### config.mk
export PLATFORM = sky130hd
export DESIGN_NAME = ptmr_top
export DESIGN_NICKNAME = d
export VERILOG_FILES = /design/src/rtl/ptmr_pkg.sv /design/src/rtl/ptmr_edge.sv /design/src/rtl/ptmr_ctrl.sv /design/src/rtl/ptmr_count.sv /design/src/rtl/ptmr_top.sv
export SDC_FILE = /design/constraint.sdc
export NUM_CORES = 1
export LEC_CHECK = 0
export BUFFER_PORTS_ARGS = -buffer_cell sky130_fd_sc_hd__buf_2
export CORE_MARGIN = 10
export CORE_UTILIZATION = 40
export CTS_BUF_LIST = sky130_fd_sc_hd__clkbuf_16
export CTS_CLUSTER_SIZE = 12
export DETAILED_ROUTE_END_ITERATION = 8
export GPL_ROUTABILITY_DRIVEN = 0
export PLACE_DENSITY = 0.72
export SKIP_CTS_REPAIR_TIMING = 1
export SYNTH_ARGS = -nofsm -noshare
export SYNTH_HDL_FRONTEND = slang
export SYNTH_HIERARCHICAL = 1
export SYNTH_SLANG_ARGS = --single-unit
### constraint.sdc
create_clock -name clk -period 1.5 [get_ports clk]
set_input_delay 0.15 -clock clk [delete_from_list [all_inputs] [get_ports clk]]
set_output_delay 0.15 -clock clk [all_outputs]
set_load 0.005 [all_outputs]
### src/rtl/ptmr_pkg.sv
package ptmr_pkg;
  localparam int MODE_W = 5;

  typedef enum logic [MODE_W-1:0] {
    M_SOFT      = 5'd0,
    M_GATE_HI   = 5'd1,
    M_GATE_LO   = 5'd2,
    M_EDGE_ANY  = 5'd3,
    M_EDGE_RISE = 5'd4,
    M_EDGE_FALL = 5'd5,
    M_HOLD_LO   = 5'd6,
    M_HOLD_HI   = 5'd7
  } ptmr_mode_e;

  typedef struct packed {
    logic run;   // advance the counter this cycle
    logic zero;  // force the counter to zero (wins over run)
  } ptmr_ctl_t;
endpackage

### src/rtl/ptmr_edge.sv
module ptmr_edge (
  input  logic clk,
  input  logic rst,
  input  logic ext_i,
  output logic rise_o,
  output logic fall_o
);
  logic ext_q;

  always_ff @(posedge clk) begin
    if (rst) ext_q <= 1'b0;
    else     ext_q <= ext_i;
  end

  assign rise_o = ext_i & ~ext_q;
  assign fall_o = ~ext_i & ext_q;
endmodule

### src/rtl/ptmr_ctrl.sv
module ptmr_ctrl
  import ptmr_pkg::*;
(
  input  logic              on_i,
  input  logic              ext_i,
  input  logic              rise_i,
  input  logic              fall_i,
  input  logic [MODE_W-1:0] mode_i,
  output ptmr_ctl_t         ctl_o
);
  always_comb begin
    ctl_o = '0;
    case (mode_i)
      M_SOFT: begin
        ctl_o.run = on_i;
      end
      M_GATE_HI: begin
        ctl_o.run = on_i & ext_i;
      end
      M_GATE_LO: begin
        ctl_o.run = on_i & ~ext_i;
      end
      M_EDGE_ANY: begin
        ctl_o.run  = on_i;
        ctl_o.zero = rise_i | fall_i;
      end
      M_EDGE_RISE: begin
        ctl_o.run  = on_i;
        ctl_o.zero = rise_i;
      end
      M_EDGE_FALL: begin
        ctl_o.run  = on_i;
        ctl_o.zero = fall_i;
      end
      M_HOLD_LO: begin
        ctl_o.run  = on_i;
        ctl_o.zero = ~ext_i;
      end
      M_HOLD_HI: begin
        ctl_o.run  = on_i;
        ctl_o.zero = ext_i;
      end
      default: begin
        ctl_o.zero = 1'b1;
      end
    endcase
  end
endmodule

### src/rtl/ptmr_count.sv
module ptmr_count
  import ptmr_pkg::*;
#(
  parameter int CNT_W = 8
) (
  input  logic             clk,
  input  logic             rst,
  input  ptmr_ctl_t        ctl_i,
  input  logic [CNT_W-1:0] period_i,
  output logic [CNT_W-1:0] count_o,
  output logic             match_o
);
  localparam logic [CNT_W-1:0] ONE = CNT_W'(1);

  logic [CNT_W-1:0] cnt_q;
  logic             mat_q;
  logic             hit;

  assign hit = (cnt_q == period_i);

  always_ff @(posedge clk) begin
    if (rst) begin
      cnt_q <= '0;
      mat_q <= 1'b0;
    end else if (ctl_i.zero) begin
      cnt_q <= '0;
      mat_q <= 1'b0;
    end else if (ctl_i.run) begin
      if (hit) begin
        cnt_q <= '0;
        mat_q <= 1'b1;
      end else begin
        cnt_q <= cnt_q + ONE;
        mat_q <= 1'b0;
      end
    end else begin
      mat_q <= 1'b0;
    end
  end

  assign count_o = cnt_q;
  assign match_o = mat_q;
endmodule

### src/rtl/ptmr_top.sv
module ptmr_top
  import ptmr_pkg::*;
#(
  parameter int CNT_W = 8
) (
  input  logic             clk,
  input  logic             rst,
  input  logic             on_i,
  input  logic             ext_i,
  input  logic [4:0]       mode_i,
  input  logic [CNT_W-1:0] period_i,
  output logic [CNT_W-1:0] count_o,
  output logic             match_o
);
  logic      rise_w;
  logic      fall_w;
  ptmr_ctl_t ctl_w;

  ptmr_edge u_edge (
    .clk    (clk),
    .rst    (rst),
    .ext_i  (ext_i),
    .rise_o (rise_w),
    .fall_o (fall_w)
  );

  ptmr_ctrl u_ctrl (
    .on_i   (on_i),
    .ext_i  (ext_i),
    .rise_i (rise_w),
    .fall_i (fall_w),
    .mode_i (mode_i),
    .ctl_o  (ctl_w)
  );

  ptmr_count #(.CNT_W(CNT_W)) u_count (
    .clk      (clk),
    .rst      (rst),
    .ctl_i    (ctl_w),
    .period_i (period_i),
    .count_o  (count_o),
    .match_o  (match_o)
  );
endmodule

### Yosys cells after proc, flatten, opt, wreduce, memory -nomap -nowiden

Cells that the tools add are included.

| word-level totals | value |
|---|---|
| output and inout port bits | 9 |
| memories kept | 0 |
| bits in writable memories | 0 |
| word-level logic and storage cells | 29 |
| input port bits | 17 |
| memory bits (read-only) | 0 |
| flip-flop bits (word level) | 10 |
| bits in latches | 0 |

| operators by class | value |
|---|---|
| bitwise operators | 8 |
| $add $sub $neg | 1 |
| multipliers | 0 |
| shifts and indexed selects | 0 |
| reductions and logical operators | 5 |
| equality and inequality tests | 8 |
| multiplexer cells | 4 |
| order comparisons | 0 |
| divide/modulo/power cells | 0 |

Operators by type and width:

| kind | count |
|---|---|
| 5-bit by 3-bit equality test with 1-bit output, second input constant | 4 |
| 5-bit by 2-bit equality test with 1-bit output, second input constant | 2 |
| 8-bit by 1-bit adder with 8-bit output, second input constant | 1 |
| 8-bit equality test | 1 |
| 8-bit two-way mux | 1 |
| 1-bit case mux with 6 select lines | 1 |
| 3-bit OR reduction | 2 |
| 6-bit OR reduction | 1 |
| 5-bit by 1-bit equality test with 1-bit output, second input constant | 1 |
| 5-bit zero test | 1 |
| 1-bit bitwise AND | 4 |
| 1-bit NOT | 3 |
| 1-bit case mux with 3 select lines | 1 |
| 2-bit OR reduction | 1 |
| 1-bit two-way mux | 1 |
| 1-bit bitwise OR | 1 |

### Longest topological paths before layout

| logic depth | value |
|---|---|
| depth after elaboration | 5 |
| depth in mapped cells | 8 |
| mapped depth without buffers | 7 |

### By module

The synthesis kept the hierarchy.

Modules (own cells, without submodules):

| module | instances | area each (sq um) | cells each | seq. area each (sq um) |
|---|---|---|---|---|
| ptmr_count | 1 | 467.9 | 51 | 180.2 |
| ptmr_ctrl | 1 | 95.1 | 11 | 0.0 |
| ptmr_edge | 1 | 38.8 | 4 | 20.0 |

### Worst setup path before layout

Ideal clock, no wire load.

| path | value |
|---|---|
| path kind | register to register |
| start | register u_edge.ext_q |
| end | register u_count.cnt_q[1] (netlist: u_count/count_o[1]) |
| cell stages (with the launch flop) | 8 |
| arrival | 1.471 ns |
| period minus slack after synthesis | 1.536 ns |
| slack | -0.036 ns |
| path through | dfxtp_1 > nor2b_1 > mux2_4 > a311oi_2 > o311ai_1 > nor2_1 > o31ai_4 > nor2_1 |

RTL lines:

| element | line | text |
|---|---|---|
| start, declared | ptmr_edge.sv:8 | `logic ext_q;` |
| start signal, assigned | ptmr_edge.sv:12 | `else ext_q <= ext_i;` |
| end signal, assigned | ptmr_count.sv:33 | `cnt_q <= cnt_q + ONE;` |
| end, declared | ptmr_count.sv:15 | `logic [CNT_W-1:0] cnt_q;` |

==> flow_summary.toml <==
[power]
power.leakage_nw = 0.3892
combPwrFrac_pct = 10.4
clockPowerShare_pct = 57.2
power_frac_seq_pct = 32.4
p_switching_w = 0.0001668
p_int_w = 0.0006674
power_density_nw_per_um2 = 920.9
finalPower_w = 0.0008342
swShare_pct = 19.99
irDropWorstVdd_uv = 600.6

[sta]
period_needed_ns = 1.635
setup_ws_ns = -0.1355
finalSetupViolations = 8
finClkSkew_ns = 0.001863
tightestPinTransition_ns = 0.4019
hold_viol_final = 0
fin_tns_setup_ns = -0.6288
slew_violations = 0
rsz0062_at_grt = "true"
whs_ns = 0.07751
max_freq_ghz = 0.6114
max-slew-margin-rel_pct = 73.20
min_period_over_period_pct = 109.0

[critical_path]
critPathTopFamily = "simple AND/OR/NAND/NOR gates"
critPathMaxFanout = 8
worst_path_largest_cell_delay_ns = 0.31
timing.critical_path.to_type = "flip-flop"
critPathLaunchType = "flip-flop"
critPathSlowestCell = "dfxtp_2"
cp_common_cell = "nor2_1"
path_buf_inv = 0
reg2regPathDepth = 7
path_cells = "nor2b_4, mux2_4, a311oi_2, o311ai_1, nor2_1, o31ai_4, nor2_1"
arrival_ns = 1.79
crit_cells = 7
path_class = "reg2reg"
required_ns = 1.65

[placed_design]
dp_hpwl_um = 1345
port_buffers = 25
placed_cell_area_um2 = 805.8
place_ws_ns = -0.1902

[finish]
area_growth_pct = 50.52
stdcell_area_um2 = 905.9
nNetsFinal = 123
drive_gt1_share_pct = 43.27
diodes = 0

[routing]
vias = 635
dr.first_iter.drc_count = 17
route.detailed.drc = 0
drtPass1Iterations = 4
wl_per_cell_um = 15.76
wl_um = 1875
vias_per_cell = 5.336
ant_nets = 0

[min_path]
hold_path_depth = 2
hold_path_class = "in2reg"

[clocking]
clk_latency_ns = 0.23
cts-buffers-inserted = 3
clock_sinks = 10
cts_max_path_buffers = 2
htreeDepth = 1
cts-root-buf = "clkbuf_16"
cts.clk_slew.worst_paths_ns = 0.04
cts_tree = "done"

[floorplan]
num_rows = 13
start_util_pct = 44.05
die_w_um = 58.79
design.core.area_um2 = 1366
boundaryPins = 26
fp.dieH_um = 58.79
die_area_um2 = 3456

[synth]
synth.area.top_cells = "dfxtp_1, xnor2_1, nor2_1"
ys_seq_area_share_pct = 33.26
synth.most_common_cell = "xnor2_1"
synth_warnings = 6
syn_nets = 84
synth.top_cell.area_share_pct = 33.26
yosys-top-cells-count = "xnor2_1, dfxtp_1, nor2_1"
syn-cell-area_um2 = 601.8
avgSynthCellArea_um2 = 9.119
ys_ff_latch = 10
synth_edf_count = 0
synth_flop_cell = "dfxtp_1"
netlist-cell-type-count = 24
synth_cells = 66
synthArstFlopShare_pct = 0
synth_largest_area_cell = "dfxtp_1"

[grt]
track_usage_pct = 10.18
grt_pass1_wl_um = 2766
grt_pass1_vias = 620
antenna_found_initial = 0
grt_max_degree = 9
grt_overflow = 0

[flow_run]
max_cap_violations = 0

[run_status]
status = "finished with violations"
violations = "setup timing"
[per-layer routing]
metal / vias to the layer above / routed length (um) / GRT usage [%] / part of all wire [%]
met5: - / 0 / 0 / 0
li1: 307 / - / - / -
met4: 0 / 51 / 4.918 / 2.7
met2: 27 / 952 / 16.97 / 51
met1: 293 / 732 / 10.98 / 39
met3: 8 / 139 / 3.863 / 7.4
[cells in the final DEF, fill, tap and decap left out]
master     synthesis  routed
nor2_1            10      10
xnor2_1           11      11
buf_2              0      25
nand4_1            4       4
clkinv_1           0       1
o31ai_4            1       1
o311ai_1           1       1
mux2_4             1       1
dfxtp_2            0       1
nor3_2             0       1
inv_1              2       2
ha_1               1       1
nand2_1            4       4
and2_1             1       1
a21oi_1            1       1
mux2i_1            2       2
a311oi_2           1       1
clkbuf_16          0       3
nor2b_4            0       1
o2111ai_1          1       1
nor3_1             2       1
nor2b_1            3       2
nand3b_1           1       1
nor4b_1            1       1
dfxtp_1           10       9
nand3_1            1       1
or3b_2             1       1
buf_4              1      10
and3_1             1       1
xor2_1             4       4
[cells by family after synthesis]
family	count (synthesis)	share of synthesized area [%]
simple gates	29	24.74
xor+xnor	15	21.83
flops	10	33.26
compound gates	5	9.770
buf+inv	3	2.496
mux	3	5.821
fa+ha+maj	1	2.079
[power groups by stage]
stage          clock network [W]  registers, W  logic [W]
5_1_grt                 0.000498      0.000270  0.0000938
3_3_place_gp                   0      0.000274  0.0000799
3_5_place_dp                   0      0.000274  0.0000822
4_1_cts                 0.000480      0.000270  0.0000830
6_report                0.000477      0.000270  0.0000869
2_1_floorplan                  0      0.000274  0.0000390
[per-stage QoR]
stage | util (%) | std cells
2_1_floorplan | - | 66
3_3_place_gp | 58.97 | 114
3_5_place_dp | 58.97 | 114
4_1_cts | 64.74 | 118
5_1_grt | 66.30 | 119
6_report | 66.30 | 119
[worst reg2reg max path: stages (launching register included)]
cell and delay [ns]:
dfxtp_2 0.31, nor2b_4 0.12, mux2_4 0.27, a311oi_2 0.20, o311ai_1 0.12, nor2_1 0.21, o31ai_4 0.16, nor2_1 0.17
[cell type report]
cell class,count,area (um2)
fill,131,460.4
multi-input combinational,53,399.1
sequential,10,201.4
timing repair buffer,35,200.2
clock buffer,3,75.07
tap,15,18.77
inverter,2,7.507
clock inverter,1,3.754
[sequential cells by signal, summed over array words and instances (netlist names)]
signal           count
u_count/match_o      1
u_count/count_o      8
u_edge/ext_q         1
[final timing paths]
| path | startpoint | to | slack, ns |
|---|---|---|---|
| max | u_edge/ext_q$_SDFF_PP0_ | u_count/count_o[7]$_SDFFE_PP0P_ | -0.14 |
| min | rst | u_edge/ext_q$_SDFF_PP0_ | 0.08 |
| max reg2reg | u_edge/ext_q$_SDFF_PP0_ | u_count/count_o[7]$_SDFFE_PP0P_ | -0.14 |
| min reg2reg | u_count/count_o[0]$_SDFFE_PP0P_ | u_count/count_o[0]$_SDFFE_PP0P_ | 0.58 |
(Power assumes the default switching activity.)
